`src/rtl/eep_slave_pkg.sv`:
```
package eep_slave_pkg;

    typedef enum logic [2:0] {
        ST_IDLE = 3'd0,
        ST_CTRL = 3'd1,
        ST_AHI  = 3'd2,
        ST_ALO  = 3'd3,
        ST_WDAT = 3'd4,
        ST_RDAT = 3'd5,
        ST_MUTE = 3'd6
    } eep_state_e;

    typedef struct packed {
        eep_state_e state;
        logic [3:0] bit_cnt;   // 0..7 data bits, 8 acknowledge slot
        logic       seen_rise; // a clock high occurred in this slot
        logic       go_read;   // control byte selected a read
        logic [7:0] rx;
        logic [7:0] tx;
        logic       pull;
        logic       wr_en;
        logic [7:0] wr_data;
        logic       pend;      // write data accepted since control
        logic       commit;
    } eep_regs_t;

endpackage

```
`src/rtl/eep_ctrl_match.sv`:
```
module eep_ctrl_match #(
    parameter int         CODE_W = 4,
    parameter int         SEL_W  = 3,
    parameter logic [3:0] CODE   = 4'b1010
) (
    input  logic [7:0]       ctrl_byte,
    input  logic [SEL_W-1:0] strap,
    output logic             hit,
    output logic             is_read
);
    localparam int SEL_LO = 1;
    localparam int SEL_HI = SEL_LO + SEL_W - 1;

    logic code_ok;
    logic sel_ok;

    always_comb begin
        code_ok = (ctrl_byte[7 -: CODE_W] == CODE[CODE_W-1:0]);
        sel_ok  = (ctrl_byte[SEL_HI:SEL_LO] == strap);
        hit     = code_ok && sel_ok;
        is_read = ctrl_byte[0];
    end
endmodule

```
`src/rtl/eep_addr_ptr.sv`:
```
module eep_addr_ptr #(
    parameter int ADDR_W = 13,
    parameter int PAGE_W = 6
) (
    input  logic              clk,
    input  logic              rst_n,
    input  logic              ld_hi,
    input  logic              ld_lo,
    input  logic              inc_page,
    input  logic              inc_full,
    input  logic [7:0]        byte_in,
    output logic [ADDR_W-1:0] addr
);
    localparam int HI_W = ADDR_W - 8;

    logic [ADDR_W-1:0] addr_d, addr_q;
    logic [PAGE_W-1:0] page_low;
    logic              unused_hi_bits;

    assign unused_hi_bits = ^byte_in[7:HI_W];

    always_comb begin
        addr_d   = addr_q;
        page_low = addr_q[PAGE_W-1:0] + 1'b1;
        if (ld_hi) begin
            addr_d[ADDR_W-1:8] = byte_in[HI_W-1:0];
        end else if (ld_lo) begin
            addr_d[7:0] = byte_in;
        end else if (inc_page) begin
            addr_d = {addr_q[ADDR_W-1:PAGE_W], page_low};
        end else if (inc_full) begin
            addr_d = addr_q + 1'b1;
        end
    end

    always_ff @(posedge clk or negedge rst_n) begin
        if (!rst_n) addr_q <= '0;
        else        addr_q <= addr_d;
    end

    assign addr = addr_q;

    // sequential step covers all address bits and wraps at the top
    a_r8_full_step: assert property (@(posedge clk) disable iff (!rst_n)
        (inc_full && !ld_hi && !ld_lo && !inc_page) |=> addr_q == ADDR_W'($past(addr_q) + 1'b1));

    // page step never touches the bits above the page
    a_r5_page_hold: assert property (@(posedge clk) disable iff (!rst_n)
        (inc_page && !ld_hi && !ld_lo) |=> addr_q[ADDR_W-1:PAGE_W] == $past(addr_q[ADDR_W-1:PAGE_W]));
endmodule

```
`src/rtl/eeprom_slave_engine.sv`:
```
module eeprom_slave_engine
    import eep_slave_pkg::*;
#(
    parameter int         ADDR_W = 13,
    parameter int         PAGE_W = 6,
    parameter int         SEL_W  = 3,
    parameter logic [3:0] DEV_CODE = 4'b1010
) (
    input  logic              clk,
    input  logic              rst_n,
    input  logic              start_evt,
    input  logic              stop_evt,
    input  logic              scl_rise,
    input  logic              scl_fall,
    input  logic              sda_in,
    input  logic [SEL_W-1:0]  strap,
    input  logic              busy,
    output logic              sda_pull,
    output logic [ADDR_W-1:0] mem_rd_addr,
    input  logic [7:0]        mem_rd_data,
    output logic              mem_wr_en,
    output logic [ADDR_W-1:0] mem_wr_addr,
    output logic [7:0]        mem_wr_data,
    output logic              wr_commit
);
    localparam logic [3:0] LAST_BIT = 4'd7;
    localparam logic [3:0] ACK_SLOT = 4'd8;

    eep_regs_t         d, q;
    logic [ADDR_W-1:0] wr_addr_d, wr_addr_q;
    logic [ADDR_W-1:0] addr;
    logic              ctrl_hit, ctrl_rd;
    logic              ld_hi, ld_lo, inc_page, inc_full;

    eep_ctrl_match #(.CODE_W(4), .SEL_W(SEL_W), .CODE(DEV_CODE)) u_match (
        .ctrl_byte (q.rx),
        .strap     (strap),
        .hit       (ctrl_hit),
        .is_read   (ctrl_rd)
    );

    eep_addr_ptr #(.ADDR_W(ADDR_W), .PAGE_W(PAGE_W)) u_ptr (
        .clk      (clk),
        .rst_n    (rst_n),
        .ld_hi    (ld_hi),
        .ld_lo    (ld_lo),
        .inc_page (inc_page),
        .inc_full (inc_full),
        .byte_in  (q.rx),
        .addr     (addr)
    );

    always_comb begin
        d         = q;
        d.wr_en   = 1'b0;
        d.commit  = 1'b0;
        wr_addr_d = wr_addr_q;
        ld_hi     = 1'b0;
        ld_lo     = 1'b0;
        inc_page  = 1'b0;
        inc_full  = 1'b0;

        if (start_evt) begin
            d.state     = ST_CTRL;
            d.bit_cnt   = '0;
            d.seen_rise = 1'b0;
            d.go_read   = 1'b0;
            d.pull      = 1'b0;
            d.pend      = 1'b0;
        end else if (stop_evt) begin
            d.commit    = q.pend && (q.state == ST_WDAT);
            d.state     = ST_IDLE;
            d.bit_cnt   = '0;
            d.seen_rise = 1'b0;
            d.go_read   = 1'b0;
            d.pull      = 1'b0;
            d.pend      = 1'b0;
        end else if (q.state == ST_IDLE || q.state == ST_MUTE) begin
            d.pull = 1'b0;
        end else if (scl_rise) begin
            d.seen_rise = 1'b1;
            if (q.bit_cnt < ACK_SLOT) begin
                d.rx = {q.rx[6:0], sda_in};
            end else if (q.state == ST_RDAT) begin
                if (!sda_in) inc_full = 1'b1;
                else         d.state  = ST_MUTE;
            end
        end else if (scl_fall && q.seen_rise) begin
            d.seen_rise = 1'b0;
            if (q.bit_cnt == LAST_BIT) begin
                d.bit_cnt = ACK_SLOT;
                d.pull    = 1'b0;
                if (q.state != ST_RDAT) begin
                    if (busy) begin
                        d.state = ST_MUTE;
                    end else begin
                        unique case (q.state)
                            ST_CTRL: begin
                                if (ctrl_hit) begin
                                    d.pull    = 1'b1;
                                    d.go_read = ctrl_rd;
                                    d.state   = ST_AHI;
                                end else begin
                                    d.state = ST_MUTE;
                                end
                            end
                            ST_AHI: begin
                                d.pull  = 1'b1;
                                ld_hi   = 1'b1;
                                d.state = ST_ALO;
                            end
                            ST_ALO: begin
                                d.pull  = 1'b1;
                                ld_lo   = 1'b1;
                                d.state = ST_WDAT;
                            end
                            ST_WDAT: begin
                                d.pull    = 1'b1;
                                d.wr_en   = 1'b1;
                                d.wr_data = q.rx;
                                wr_addr_d = addr;
                                inc_page  = 1'b1;
                                d.pend    = 1'b1;
                            end
                            default: d.state = ST_MUTE;
                        endcase
                    end
                end
            end else if (q.bit_cnt == ACK_SLOT) begin
                d.bit_cnt = '0;
                d.pull    = 1'b0;
                if (q.go_read || q.state == ST_RDAT) begin
                    d.state   = ST_RDAT;
                    d.go_read = 1'b0;
                    d.pull    = ~mem_rd_data[7];
                    d.tx      = {mem_rd_data[6:0], 1'b0};
                end
            end else begin
                d.bit_cnt = q.bit_cnt + 1'b1;
                if (q.state == ST_RDAT) begin
                    d.pull = ~q.tx[7];
                    d.tx   = {q.tx[6:0], 1'b0};
                end
            end
        end
    end

    always_ff @(posedge clk or negedge rst_n) begin
        if (!rst_n) begin
            q         <= '0;
            wr_addr_q <= '0;
        end else begin
            q         <= d;
            wr_addr_q <= wr_addr_d;
        end
    end

    assign sda_pull    = q.pull;
    assign mem_rd_addr = addr;
    assign mem_wr_en   = q.wr_en;
    assign mem_wr_addr = wr_addr_q;
    assign mem_wr_data = q.wr_data;
    assign wr_commit   = q.commit;

    // an acknowledge is held until the clock fall that closes the ninth pulse
    a_r6_ack_held: assert property (@(posedge clk) disable iff (!rst_n)
        (q.bit_cnt == ACK_SLOT && q.pull && !scl_fall && !start_evt && !stop_evt) |=> q.pull);

    // a byte completed while busy never raises the pull request
    a_r7_busy_silent: assert property (@(posedge clk) disable iff (!rst_n)
        (scl_fall && q.seen_rise && q.bit_cnt == LAST_BIT && busy && !start_evt && !stop_evt)
        |=> !q.pull);

    // the muted state keeps the line released
    a_r2_mute_quiet: assert property (@(posedge clk) disable iff (!rst_n)
        (q.state == ST_MUTE) |-> !q.pull);

    // a commit pulse only follows a stop event
    a_r10_commit_src: assert property (@(posedge clk) disable iff (!rst_n)
        wr_commit |-> $past(stop_evt));

    // a start always returns to control reception with the line free
    a_r11_start_home: assert property (@(posedge clk) disable iff (!rst_n)
        start_evt |=> (q.state == ST_CTRL && !q.pull));

    // a page cache write strobe lasts a single cycle
    a_r5_wr_pulse: assert property (@(posedge clk) disable iff (!rst_n)
        mem_wr_en |=> !mem_wr_en);
endmodule

```
`config.mk`:
```
export PLATFORM = sky130hd
export DESIGN_NAME = eeprom_slave_engine
export DESIGN_NICKNAME = d
export VERILOG_FILES = /design/src/rtl/eep_slave_pkg.sv /design/src/rtl/eep_ctrl_match.sv /design/src/rtl/eep_addr_ptr.sv /design/src/rtl/eeprom_slave_engine.sv
export SDC_FILE = /design/constraint.sdc
export NUM_CORES = 1
export LEC_CHECK = 0
export CORE_UTILIZATION = 48
export DETAILED_ROUTE_END_ITERATION = 8
export GPL_ROUTABILITY_DRIVEN = 1
export MAX_ROUTING_LAYER = met4
export PLACE_DENSITY = 0.84
export SLEW_MARGIN = 20
export SYNTH_ARGS = -nofsm -noshare
export SYNTH_HDL_FRONTEND = slang
export SYNTH_SLANG_ARGS = --single-unit
```
`constraint.sdc`:
```
create_clock -name clk -period 1.88 [get_ports clk]
set_input_delay 0.282 -clock clk [delete_from_list [all_inputs] [get_ports clk]]
set_output_delay 0.282 -clock clk [all_outputs]
set_load 0.02 [all_outputs]
```
==> flow_metrics.tcl <==
set metrics [dict create \
    place_hpwl_um 6129 \
    yosysSeqAreaShare_pct 47.13 \
    cts_buffer_depth 2 \
    status "finished with violations" \
    final_cell_area_sq_um 4597 \
    crit_path_start_kind "primary input" \
    hold_ws_ns 0.3722 \
    netlist.area_leader.share_pct 47.13 \
    cts_made_buffers 9 \
    yosysUniqueCellTypes 56 \
    path_class "primary input to flop" \
    synth_top_area_cell "dfrtp_1" \
    grt_max_degree 23 \
    cts_tree "done" \
    dominantRegCellSynth "dfrtp_1" \
    ant_nets 0 \
    io_pins 56 \
    die-area_sq_um 7194 \
    h-tree-depth 3 \
    syn_inst 363 \
    diodes 0 \
    ir_drop_mv 0.3967 \
    gp_congestion 0.9667 \
    grt_pass1_wl_um 14280 \
    antenna_found_initial 0 \
    cp-end-kind "flop" \
    num_vias 3180 \
    hold_path_depth 3 \
    period_share_pct 100.2 \
    worstPathMaxFanout 6 \
    rows 29 \
    worstHoldPathType "primary input to flop" \
    p_leak_uw 0.002147 \
    async_reset_ff_share_pct 100.0 \
    clk_pin_slew_ns 0.07 \
    grt_overflow 0 \
    wirelength_um 8883 \
    port_buffers 55 \
    post_dp_cell_area_sq_um 4252 \
    die_w_um 84.82 \
    synth-edff-count 0 \
    violations "design-rule violations, negative setup slack" \
    period_needed_ns 1.885 \
    rsz0062_at_grt "true" \
    drv_cap 0 \
    synth_nets 385 \
    yosysWarnings 0 \
    clock_skew_ns 0.006035 \
    max_freq_mhz 530.6 \
    hold_viol 0 \
    area_delta_synth_final_pct 39.64 \
    num-nets-final 495 \
    final_common_cell "nand2_1" \
    core_sq_um 6495 \
    syn_area_sq_um 3292 \
    die_h_um 84.82 \
    cts_root_buf "clkbuf_8" \
    wl_per_cell_um 16.01 \
    yosys-top-cells-area "dfrtp_1 47%, nand2_1 11%, mux2_2 3.1%" \
    start_util_pct 50.68 \
    grt_pass1_vias 3052 \
    routed_via_density 5.730 \
    mostFrequentLayoutCells "94 x nand2_1, 64 x buf_4, 62 x dfrtp_1, 53 x clkdlybuf4s50_1, 20 x nor2_1" \
    worst_pin_slew_ns 0.5630 \
    drc 8 \
    tns_ns -0.006734 \
    p_per_area_nw_per_um2 640.6 \
    grtUsageTotal_pct 26.34 \
    drv_slew 0 \
    clock_sinks 62 \
    r2r_cells 6 \
    clk_latency_ns 0.35 \
    crit_required_ns 2.12 \
    finalSetupViolations 2 \
    drive_gt1_share_pct 25.31 \
    layout_setup_ws_ns -0.004541 \
    fin_util_pct 70.78 \
    ys_ff_latch 62 \
    arrival_ns 2.13 \
    syn_avg_cell_area_sq_um 9.069 \
    slew_headroom_pct 62.47 \
    detail_route.iter0.violations 300 \
    firstDrtPassIters 7 \
]
## where the power goes
part / internal, uW / switching, uW
Combinational: 196 / 155
Sequential: 1400 / 131
Clock: 514 / 547
Total: 2110 / 833
## sequential cells by signal, indices dropped and copies added, names as in the netlist
register / flops
wr_commit: 1
mem_wr_en: 1
u_ptr.addr: 13
mem_wr_addr: 13
q: 25
sda_pull: 1
mem_wr_data: 8
## critical path, cell delays in order
cell and delay, ns:
clkdlybuf4s50_1 0.44, or2_4 0.27, or4_4 0.58, buf_4 0.18, nor4_4 0.14, xnor2_1 0.15
a21oi_1 0.08
## synthesized netlist by cell type (all sizes together), types with 4 or more instances
library cell  instances
nor2                 22
nand3                11
buf                  18
or3                   4
nand4                 4
inv                   8
or2                   4
clkbuf                9
o21ai                24
nand3b                4
nand2                94
a22oi                 7
dfrtp                62
xor2                  6
mux2                  9
xnor2                 4
a31oi                 5
nor3                  5
a21oi                15
## repair_timing
action                                 CTS  global route
hold buffers                             1             0
pin swaps                                3             5
endpoints found under the hold margin   20             0
resized for setup                        6            16
gates cloned                             1             0
buffers inserted                         6             4
setup endpoints to repair               10            28
## worst paths after layout
kind                                                 start                    endpoint  slack [ns]
min in group asynchronous                            rst_n  mem_wr_data[3]$_DFFE_PN0P_        0.46
worst max-delay path                             start_evt  u_ptr.addr[10]$_DFFE_PN0P_      -0.005
worst max register to register           q[31]$_DFFE_PN0P_  u_ptr.addr[11]$_DFFE_PN0P_      -0.005
worst min register to register  mem_wr_addr[5]$_DFFE_PN0P_  mem_wr_addr[5]$_DFFE_PN0P_        0.47
max in group asynchronous                            rst_n   u_ptr.addr[5]$_DFFE_PN0P_        0.91
worst min-delay path                              stop_evt         wr_commit$_DFF_PN0_        0.37
## through the flow
stage          cells  power [uW]  setup WS (ns)
3_5_place_dp     528        1882        -0.4021
3_3_place_gp     528        1869        -0.3654
2_1_floorplan    363        1677        0.01427
6_report         555        2945      -0.004541
4_1_cts          552        2952        0.01324
5_1_grt          555        3061       -0.08605
## routing by layer
metal	part of all wire [%]	wire length [um]	up-vias	track usage, %
met5	0	0	-	-
met4	2.5	222	0	8.937
met3	6.8	602	28	6.031
met2	51	4549	152	44.72
met1	40	3509	1516	31.00
li1	-	-	1484	-
## final cells by class
class | instances | area (sq um)
fillers | 461 | 1898
clock buffers | 11 | 141.4
repair buffers | 125 | 1112
inverters | 8 | 30.03
multi-input cells | 267 | 1632
well taps | 77 | 96.34
clock inverters | 5 | 33.78
flip-flops and latches | 62 | 1551
## kinds of logic after synthesis
group | count (synthesis) | share of synthesized area (%)
muxes | 11 | 3.687
xor gates and xnor gates | 10 | 2.660
and+or+nand+nor | 170 | 25.24
buffers and inverters | 35 | 6.081
DFF | 62 | 47.13
adders and majority gates | 3 | 1.140
AOI/OAI and AO/OA | 72 | 14.06
No activity file was read; power rests on OpenSTA's default activity.
